<file path="config.mk">
export PLATFORM = sky130hd
export DESIGN_NAME = rxmb_alloc
export DESIGN_NICKNAME = d
export VERILOG_FILES = /design/src/rtl/rxmb_pkg.sv /design/src/rtl/rxmb_pick.sv /design/src/rtl/rxmb_slot.sv /design/src/rtl/rxmb_alloc.sv
export SDC_FILE = /design/constraint.sdc
export NUM_CORES = 2
export LEC_CHECK = 0
export ABC_AREA = 1
export BUFFER_PORTS_ARGS = -buffer_cell sky130_fd_sc_hd__buf_2
export CAP_MARGIN = 40
export CELL_PAD_IN_SITES_DETAIL_PLACEMENT = 2
export CELL_PAD_IN_SITES_GLOBAL_PLACEMENT = 2
export CORE_UTILIZATION = 38
export CTS_CLUSTER_DIAMETER = 30
export DETAILED_ROUTE_END_ITERATION = 8
export PLACE_DENSITY = 0.81
export SYNTH_ARGS = -nofsm -noshare
export SYNTH_HDL_FRONTEND = slang
export SYNTH_HIERARCHICAL = 1
export SYNTH_SLANG_ARGS = --single-unit
</file>
<file path="constraint.sdc">
create_clock -name clk -period 3.76 [get_ports clk]
set_input_delay 0.376 -clock clk [delete_from_list [all_inputs] [get_ports clk]]
set_output_delay 0.376 -clock clk [all_outputs]
set_load 0.05 [all_outputs]
</file>
<file path="src/rtl/rxmb_pkg.sv">
package rxmb_pkg;

    localparam int ID_W   = 29;
    localparam int DLC_W  = 4;
    localparam int DATA_W = 64;

    localparam int ST_DLC_LSB = 16;
    localparam int ST_RTR_BIT = 20;
    localparam int ST_RDY_BIT = 23;
    localparam int ST_LOST_BIT = 24;

    typedef enum logic [2:0] {
        MB_MODE_OFF    = 3'd0,
        MB_MODE_RX     = 3'd1,
        MB_MODE_RX_OVR = 3'd2
    } mb_mode_e;

    typedef struct packed {
        logic              ext;
        logic              rtr;
        logic [ID_W-1:0]   id;
        logic [DLC_W-1:0]  dlc;
        logic [DATA_W-1:0] data;
    } frame_t;

    typedef struct packed {
        frame_t frm;
        logic   ready;
        logic   lost;
    } slot_t;

endpackage

</file>
<file path="src/rtl/rxmb_pick.sv">
module rxmb_pick #(
    parameter int N     = 12,
    parameter int IDX_W = 4
) (
    input  logic [N-1:0]     elig_i,
    output logic             hit_o,
    output logic [IDX_W-1:0] idx_o
);

    always_comb begin
        hit_o = 1'b0;
        idx_o = '0;
        for (int i = N - 1; i >= 0; i--) begin
            if (elig_i[i]) begin
                hit_o = 1'b1;
                idx_o = IDX_W'(i);
            end
        end
    end

endmodule

</file>
<file path="src/rtl/rxmb_slot.sv">
module rxmb_slot
    import rxmb_pkg::*;
#(
    parameter bit OVERWRITE = 1'b0
) (
    input  logic   clk,
    input  logic   rst_n,
    input  logic   rel_i,
    input  logic   wr_i,
    input  frame_t frm_i,
    output slot_t  slot_o
);

    slot_t slot_d, slot_q;

    always_comb begin
        slot_d = slot_q;
        if (rel_i) begin
            slot_d.ready = 1'b0;
            slot_d.lost  = 1'b0;
        end
        if (wr_i) begin
            if (OVERWRITE) begin
                slot_d.lost = slot_d.lost | slot_d.ready;
            end
            slot_d.frm   = frm_i;
            slot_d.ready = 1'b1;
        end
    end

    always_ff @(posedge clk) begin
        if (!rst_n) begin
            slot_q <= '0;
        end else begin
            slot_q <= slot_d;
        end
    end

    assign slot_o = slot_q;

    // A plain mailbox must only be written when empty or freed this cycle.
    assert_plain_no_rewrite_R3: assert property (@(posedge clk) disable iff (!rst_n)
        (wr_i && !rel_i && !OVERWRITE) |-> !slot_q.ready);

    assert_store_sets_ready_R2: assert property (@(posedge clk) disable iff (!rst_n)
        wr_i |=> slot_q.ready);

    assert_release_clears_R6: assert property (@(posedge clk) disable iff (!rst_n)
        (rel_i && !wr_i) |=> (!slot_q.ready && !slot_q.lost));

    assert_overwrite_flags_loss_R4: assert property (@(posedge clk) disable iff (!rst_n)
        (OVERWRITE && wr_i && !rel_i && slot_q.ready) |=> slot_q.lost);

    assert_contents_hold_R12: assert property (@(posedge clk) disable iff (!rst_n)
        !wr_i |=> $stable(slot_q.frm));

endmodule

</file>
<file path="src/rtl/rxmb_alloc.sv">
module rxmb_alloc
    import rxmb_pkg::*;
#(
    parameter  int NUM_MB         = 12,
    parameter  bit LAST_OVERWRITE = 1'b1,
    parameter  int DROP_W         = 8,
    parameter  int GSTAT_W        = 32,
    localparam int IDX_W          = (NUM_MB > 1) ? $clog2(NUM_MB) : 1
) (
    input  logic                clk,
    input  logic                rst_n,
    input  logic                frm_valid_i,
    input  logic                frm_ext_i,
    input  logic                frm_rtr_i,
    input  logic [28:0]         frm_id_i,
    input  logic [3:0]          frm_dlc_i,
    input  logic [63:0]         frm_data_i,
    input  logic                rel_we_i,
    input  logic [NUM_MB-1:0]   rel_mask_i,
    input  logic [IDX_W-1:0]    rd_sel_i,
    output logic [28:0]         rd_id_o,
    output logic                rd_ext_o,
    output logic [2:0]          rd_mode_o,
    output logic [31:0]         rd_status_o,
    output logic [31:0]         rd_data_lo_o,
    output logic [31:0]         rd_data_hi_o,
    output logic [NUM_MB-1:0]   ready_o,
    output logic [GSTAT_W-1:0]  gstat_o,
    output logic [NUM_MB-1:0]   irq_o,
    output logic [DROP_W-1:0]   drop_cnt_o
);

    localparam logic [IDX_W:0]   NUM_MB_L = (IDX_W + 1)'(NUM_MB);
    localparam logic [IDX_W-1:0] LAST_IDX = IDX_W'(NUM_MB - 1);

    typedef struct packed {
        logic [NUM_MB-1:0] irq;
        logic [DROP_W-1:0] drop;
    } top_st_t;

    top_st_t st_d, st_q;

    slot_t             slot_q [NUM_MB];
    frame_t            frm_in;
    logic [NUM_MB-1:0] rel_vec;
    logic [NUM_MB-1:0] elig;
    logic [NUM_MB-1:0] wr_vec;
    logic              hit;
    logic [IDX_W-1:0]  pick_idx;
    slot_t             rd_slot;

    assign frm_in  = '{ext: frm_ext_i, rtr: frm_rtr_i, id: frm_id_i,
                       dlc: frm_dlc_i, data: frm_data_i};
    assign rel_vec = rel_we_i ? rel_mask_i : '0;

    for (genvar g = 0; g < NUM_MB; g++) begin : g_mb
        localparam bit IS_OVR = LAST_OVERWRITE && (g == NUM_MB - 1);
        if (IS_OVR) begin : g_ovr
            assign elig[g] = 1'b1;
        end else begin : g_plain
            // release takes effect before the store decision
            assign elig[g] = !slot_q[g].ready || rel_vec[g];
        end
        assign wr_vec[g]  = frm_valid_i && hit && (pick_idx == IDX_W'(g));
        assign ready_o[g] = slot_q[g].ready;

        rxmb_slot #(.OVERWRITE(IS_OVR)) slot_i (
            .clk    (clk),
            .rst_n  (rst_n),
            .rel_i  (rel_vec[g]),
            .wr_i   (wr_vec[g]),
            .frm_i  (frm_in),
            .slot_o (slot_q[g])
        );
    end

    rxmb_pick #(.N(NUM_MB), .IDX_W(IDX_W)) pick_i (
        .elig_i (elig),
        .hit_o  (hit),
        .idx_o  (pick_idx)
    );

    always_comb begin
        st_d     = st_q;
        st_d.irq = wr_vec;
        if (frm_valid_i && !hit && !(&st_q.drop)) begin
            st_d.drop = st_q.drop + DROP_W'(1);
        end
    end

    always_ff @(posedge clk) begin
        if (!rst_n) begin
            st_q <= '0;
        end else begin
            st_q <= st_d;
        end
    end

    always_comb begin
        rd_slot   = '0;
        rd_mode_o = MB_MODE_OFF;
        if ({1'b0, rd_sel_i} < NUM_MB_L) begin
            rd_slot   = slot_q[rd_sel_i];
            rd_mode_o = (LAST_OVERWRITE && rd_sel_i == LAST_IDX) ? MB_MODE_RX_OVR : MB_MODE_RX;
        end
        rd_status_o = '0;
        rd_status_o[ST_DLC_LSB +: DLC_W] = rd_slot.frm.dlc;
        rd_status_o[ST_RTR_BIT]          = rd_slot.frm.rtr;
        rd_status_o[ST_RDY_BIT]          = rd_slot.ready;
        rd_status_o[ST_LOST_BIT]         = rd_slot.lost;
    end

    assign rd_id_o      = rd_slot.frm.id;
    assign rd_ext_o     = rd_slot.frm.ext;
    assign rd_data_lo_o = rd_slot.frm.data[31:0];
    assign rd_data_hi_o = rd_slot.frm.data[63:32];
    assign gstat_o      = GSTAT_W'(ready_o);
    assign irq_o        = st_q.irq;
    assign drop_cnt_o   = st_q.drop;

    // ---------------- assertions ----------------
    logic [NUM_MB-1:0] below_pick;
    assign below_pick = (NUM_MB'(1) << pick_idx) - NUM_MB'(1);

    assert_pick_lowest_R2: assert property (@(posedge clk) disable iff (!rst_n)
        (frm_valid_i && hit) |-> (elig[pick_idx] && ((elig & below_pick) == '0)));

    assert_release_before_store_R7: assert property (@(posedge clk) disable iff (!rst_n)
        (frm_valid_i && rel_we_i && rel_mask_i[0]) |=> (ready_o[0] && irq_o[0]));

    assert_irq_onehot_R9: assert property (@(posedge clk) disable iff (!rst_n)
        $onehot0(irq_o));

    assert_irq_implies_ready_R9: assert property (@(posedge clk) disable iff (!rst_n)
        (irq_o & ~ready_o) == '0);

    assert_drop_counts_R10: assert property (@(posedge clk) disable iff (!rst_n)
        (frm_valid_i && elig == '0 && !(&drop_cnt_o)) |=> drop_cnt_o == $past(drop_cnt_o) + DROP_W'(1));

    assert_drop_holds_R10: assert property (@(posedge clk) disable iff (!rst_n)
        (!frm_valid_i || elig != '0) |=> $stable(drop_cnt_o));

    assert_drop_no_store_R10: assert property (@(posedge clk) disable iff (!rst_n)
        (frm_valid_i && elig == '0 && !rel_we_i) |=> $stable(ready_o));

endmodule

</file>
==> flow_metrics.py <==
metrics = {
    "run_status": {
        "status": "finished with violations",
        "failed_checks": "design-rule violations, negative setup slack",
    },
    "logic_synthesis": {
        "postSynthAreaPerCell_um2": 7.17,
        "synth_cells": 8265,
        "synth_top_area_frac": 0.413,
        "synth_enable_flop_cells": 0,
        "ys_seq_area_frac": 0.413,
        "yosysUniqueCellTypes": 33,
        "yosysTopAreaCell": "dfxtp_1",
        "synthSimpleGateAreaFrac": 0.348,
        "synth_fa_ha_area_frac": 0.000211,
        "synthMuxAreaShare": 0,
        "async_flop_share": 0,
        "synth_compound_area_frac": 0.139,
        "syn_area_um2": 59200,
        "synth_seq_cells": 1221,
        "synth_ff_type": "dfxtp_1",
        "synth_area_leaders": "dfxtp_1, o21ai_0, nor2_2",
        "synth_top_family_by_area": "simple AND/OR/NAND/NOR gates",
        "ys_warn_count": 6,
        "synthXorXnorAreaFrac": 0.000148,
    },
    "timing": {
        "layout_setup_ws_ns": -0.0416,
        "skew_ns": 0.0837,
        "relSlewSlack": 0.322,
        "post-route-period-util": 1.01,
        "worstMarginPinSlew_ns": 1.02,
        "setup_tns_ns": -0.0549,
        "slew_violations": 0,
        "min_period_ns": 3.80,
        "clock.fmax_mhz": 263,
        "finalSetupViolations": 2,
        "whs_ns": 0.136,
        "final_hold_viol_count": 0,
    },
    "grt": {
        "grt-ovfl-total": 0,
        "antenna_found_initial": 13,
        "grtUsageTotal": 0.433,
        "grt_pass1_wl_mm": 517,
        "grt_pass1_vias": 76800,
        "grt_max_degree": 196,
    },
    "setup_path": {
        "start_kind": "flip-flop",
        "crit_path_top_delay_cell": "nor2_4",
        "worst_path_most_repeated_cell": "nor2_1",
        "max_stage_delay_ns": 0.53,
        "cp_data_required_time_ns": 4.55,
        "crit_type": "reg -> reg",
        "crit_chain": "nand2_1, nor2_1, nand3_1, nor3_1, inv_1, nor2_1, nand2_1, nor2_4, buf_12, o21ai_0, nor2_1",
        "path_buf_inv": 2,
        "cp_max_fo": 44,
        "setup.worst_path.end_class": "flip-flop",
        "path_delay_family": "simple AND/OR/NAND/NOR gates",
        "arrival_ns": 4.59,
    },
    "drt": {
        "vias_per_cell": 6.23,
        "drcViolationCount": 30,
        "wl_per_cell_um": 32.8,
        "drt-pass1-iter-count": 8,
        "wirelength_mm": 354,
        "drt_iter0_drc": 6350,
        "vias": 67400,
        "ant_nets": 0,
    },
    "power": {
        "power_mw": 50.1,
        "p_leak_nw": 32.6,
        "power_density_nw_per_um2": 679,
        "peakVddDrop_mv": 0.504,
    },
    "clock_tree": {
        "cts-root-buf": "clkbuf_16",
        "clock_latency_ns": 0.99,
        "clock_sinks": 1221,
        "clk_pin_slew_ns": 0.05,
        "htreeDepth": 5,
        "cts-resized-gates": 0,
        "numCtsBuffers": 366,
        "clock_path_buffers": 4,
        "cts_tree": "built",
    },
    "finish": {
        "layout_commonest_cell": "nor2_1",
        "layoutNonFillerInstCount": 10800,
        "most-common-layout-cells": "nor2_1, nand2_1, o21ai_0",
        "final_nets": 8611,
        "syn_to_final_growth_pct": 24.5,
        "drive_above_1_share": 0.244,
    },
    "flow_run": {
        "cap_violations": 0,
    },
    "placed_design": {
        "gp_congestion": 0.765,
        "dp_hpwl_mm": 137,
        "portBuffers": 265,
        "place_inst": 10100,
    },
    "floorplanning": {
        "coreArea_um2": 154000,
        "rows": 144,
        "die_x_um": 397,
        "die_y_um": 397,
        "start_util": 0.384,
        "dieArea_um2": 157000,
        "boundaryPins": 312,
    },
    "hold_path": {
        "min_path_type": "in -> reg",
    },
}
## path summary, 6_finish.rpt
| check | from | to | slack (ns) | depth (start not counted) |
|---|---|---|---|---|
| hold / removal | rel_we_i | g_mb[8].slot_i/slot_o[1]$_SDFFE_PN0P_ | 0.14 | 6 |
| setup reg to reg | g_mb[7].slot_i/slot_o[1]$_SDFFE_PN0P_ | g_mb[10].slot_i/slot_o[4]$_SDFFE_PN0P_ | -0.04 | 11 |
| hold reg to reg | g_mb[11].slot_i/slot_o[55]$_SDFFE_PN0P_ | g_mb[11].slot_i/slot_o[55]$_SDFFE_PN0P_ | 0.49 | 2 |
| setup / recovery | g_mb[7].slot_i/slot_o[1]$_SDFFE_PN0P_ | g_mb[10].slot_i/slot_o[4]$_SDFFE_PN0P_ | -0.04 | 11 |
## routing by layer
metal  wire length, um  global-route usage  vias to the layer above
met5                40                   0                        -
met2            172000               0.739                     4253
met4             27700               0.337                        6
li1                  -                   -                    26900
met3             25600              0.0915                     1824
met1            129000               0.468                    34400
## area by class of cell
type | instances | area (um^2)
Timing Repair Buffer | 514 | 4260
Inverter | 76 | 497
Sequential cell | 1221 | 24400
Multi-Input combinational cell | 6312 | 29200
Tap cell | 2044 | 2560
Antenna cell | 10 | 25.0
Fill cell | 16900 | 80700
Clock buffer | 494 | 10600
Clock inverter | 151 | 2190
## synthesized netlist by cell type, types with 2 or more instances
cell,number
buf_12,121
o21ai_1,48
buf_6,37
a31oi_1,2
inv_16,11
nand2_1,1490
conb_1,13
nand3_1,314
inv_2,2
inv_1,61
buf_4,104
nand4_1,4
a21oi_2,11
a21oi_1,8
buf_1,19
clkbuf_1,321
nor3_1,15
buf_2,99
dfxtp_1,1221
o21ai_0,1443
nor2_2,1100
nor2_1,1710
o22ai_1,101
## tightest hold or removal path, delay by kind of cell
family | cells | cell delay [ns]
buffers and inverters | 3 | 0.32
and+or+nand+nor | 2 | 0.20
AOI/OAI and AO/OA | 1 | 0.11
## sequential cells by signal (all words and copies together), names as in the netlist
register            flops
g_mb.slot_i/slot_o   1201
drop_cnt_o              8
irq_o                  12
## cells by family after synthesis
kind of cell | count (synthesis)
XOR/XNOR | 1
AO/OA/AOI/OAI | 1613
buffers and inverters | 778
other | 13
AND/OR/NAND/NOR | 4638
adder cells (fa/ha/maj) | 1
flip-flops | 1221
## report_power, final
group          leakage [nW]  internal [mW]  switching, mW
Combinational          16.4          0.654           2.54
Sequential             9.87           13.1          0.127
Clock                  6.30           23.1           10.5
Total                  32.6           36.9           13.2
## what timing repair did
action | CTS | global route
hold endpoints to repair | 1146 | 0
setup buffers | 0 | 2
setup endpoints to repair | 0 | 1
hold buffers | 114 | 0
## stage by stage
step	util	area, um^2	setup slack [ns]
final	0.478	73800	-0.0416
after global routing	0.478	73700	-0.138
after global placement	0.387	59800	0.563
after CTS	0.477	73700	0.135
after detailed placement	0.387	59800	0.476
after floorplan	-	59400	1.03
Power figures use the tool's default switching activity.
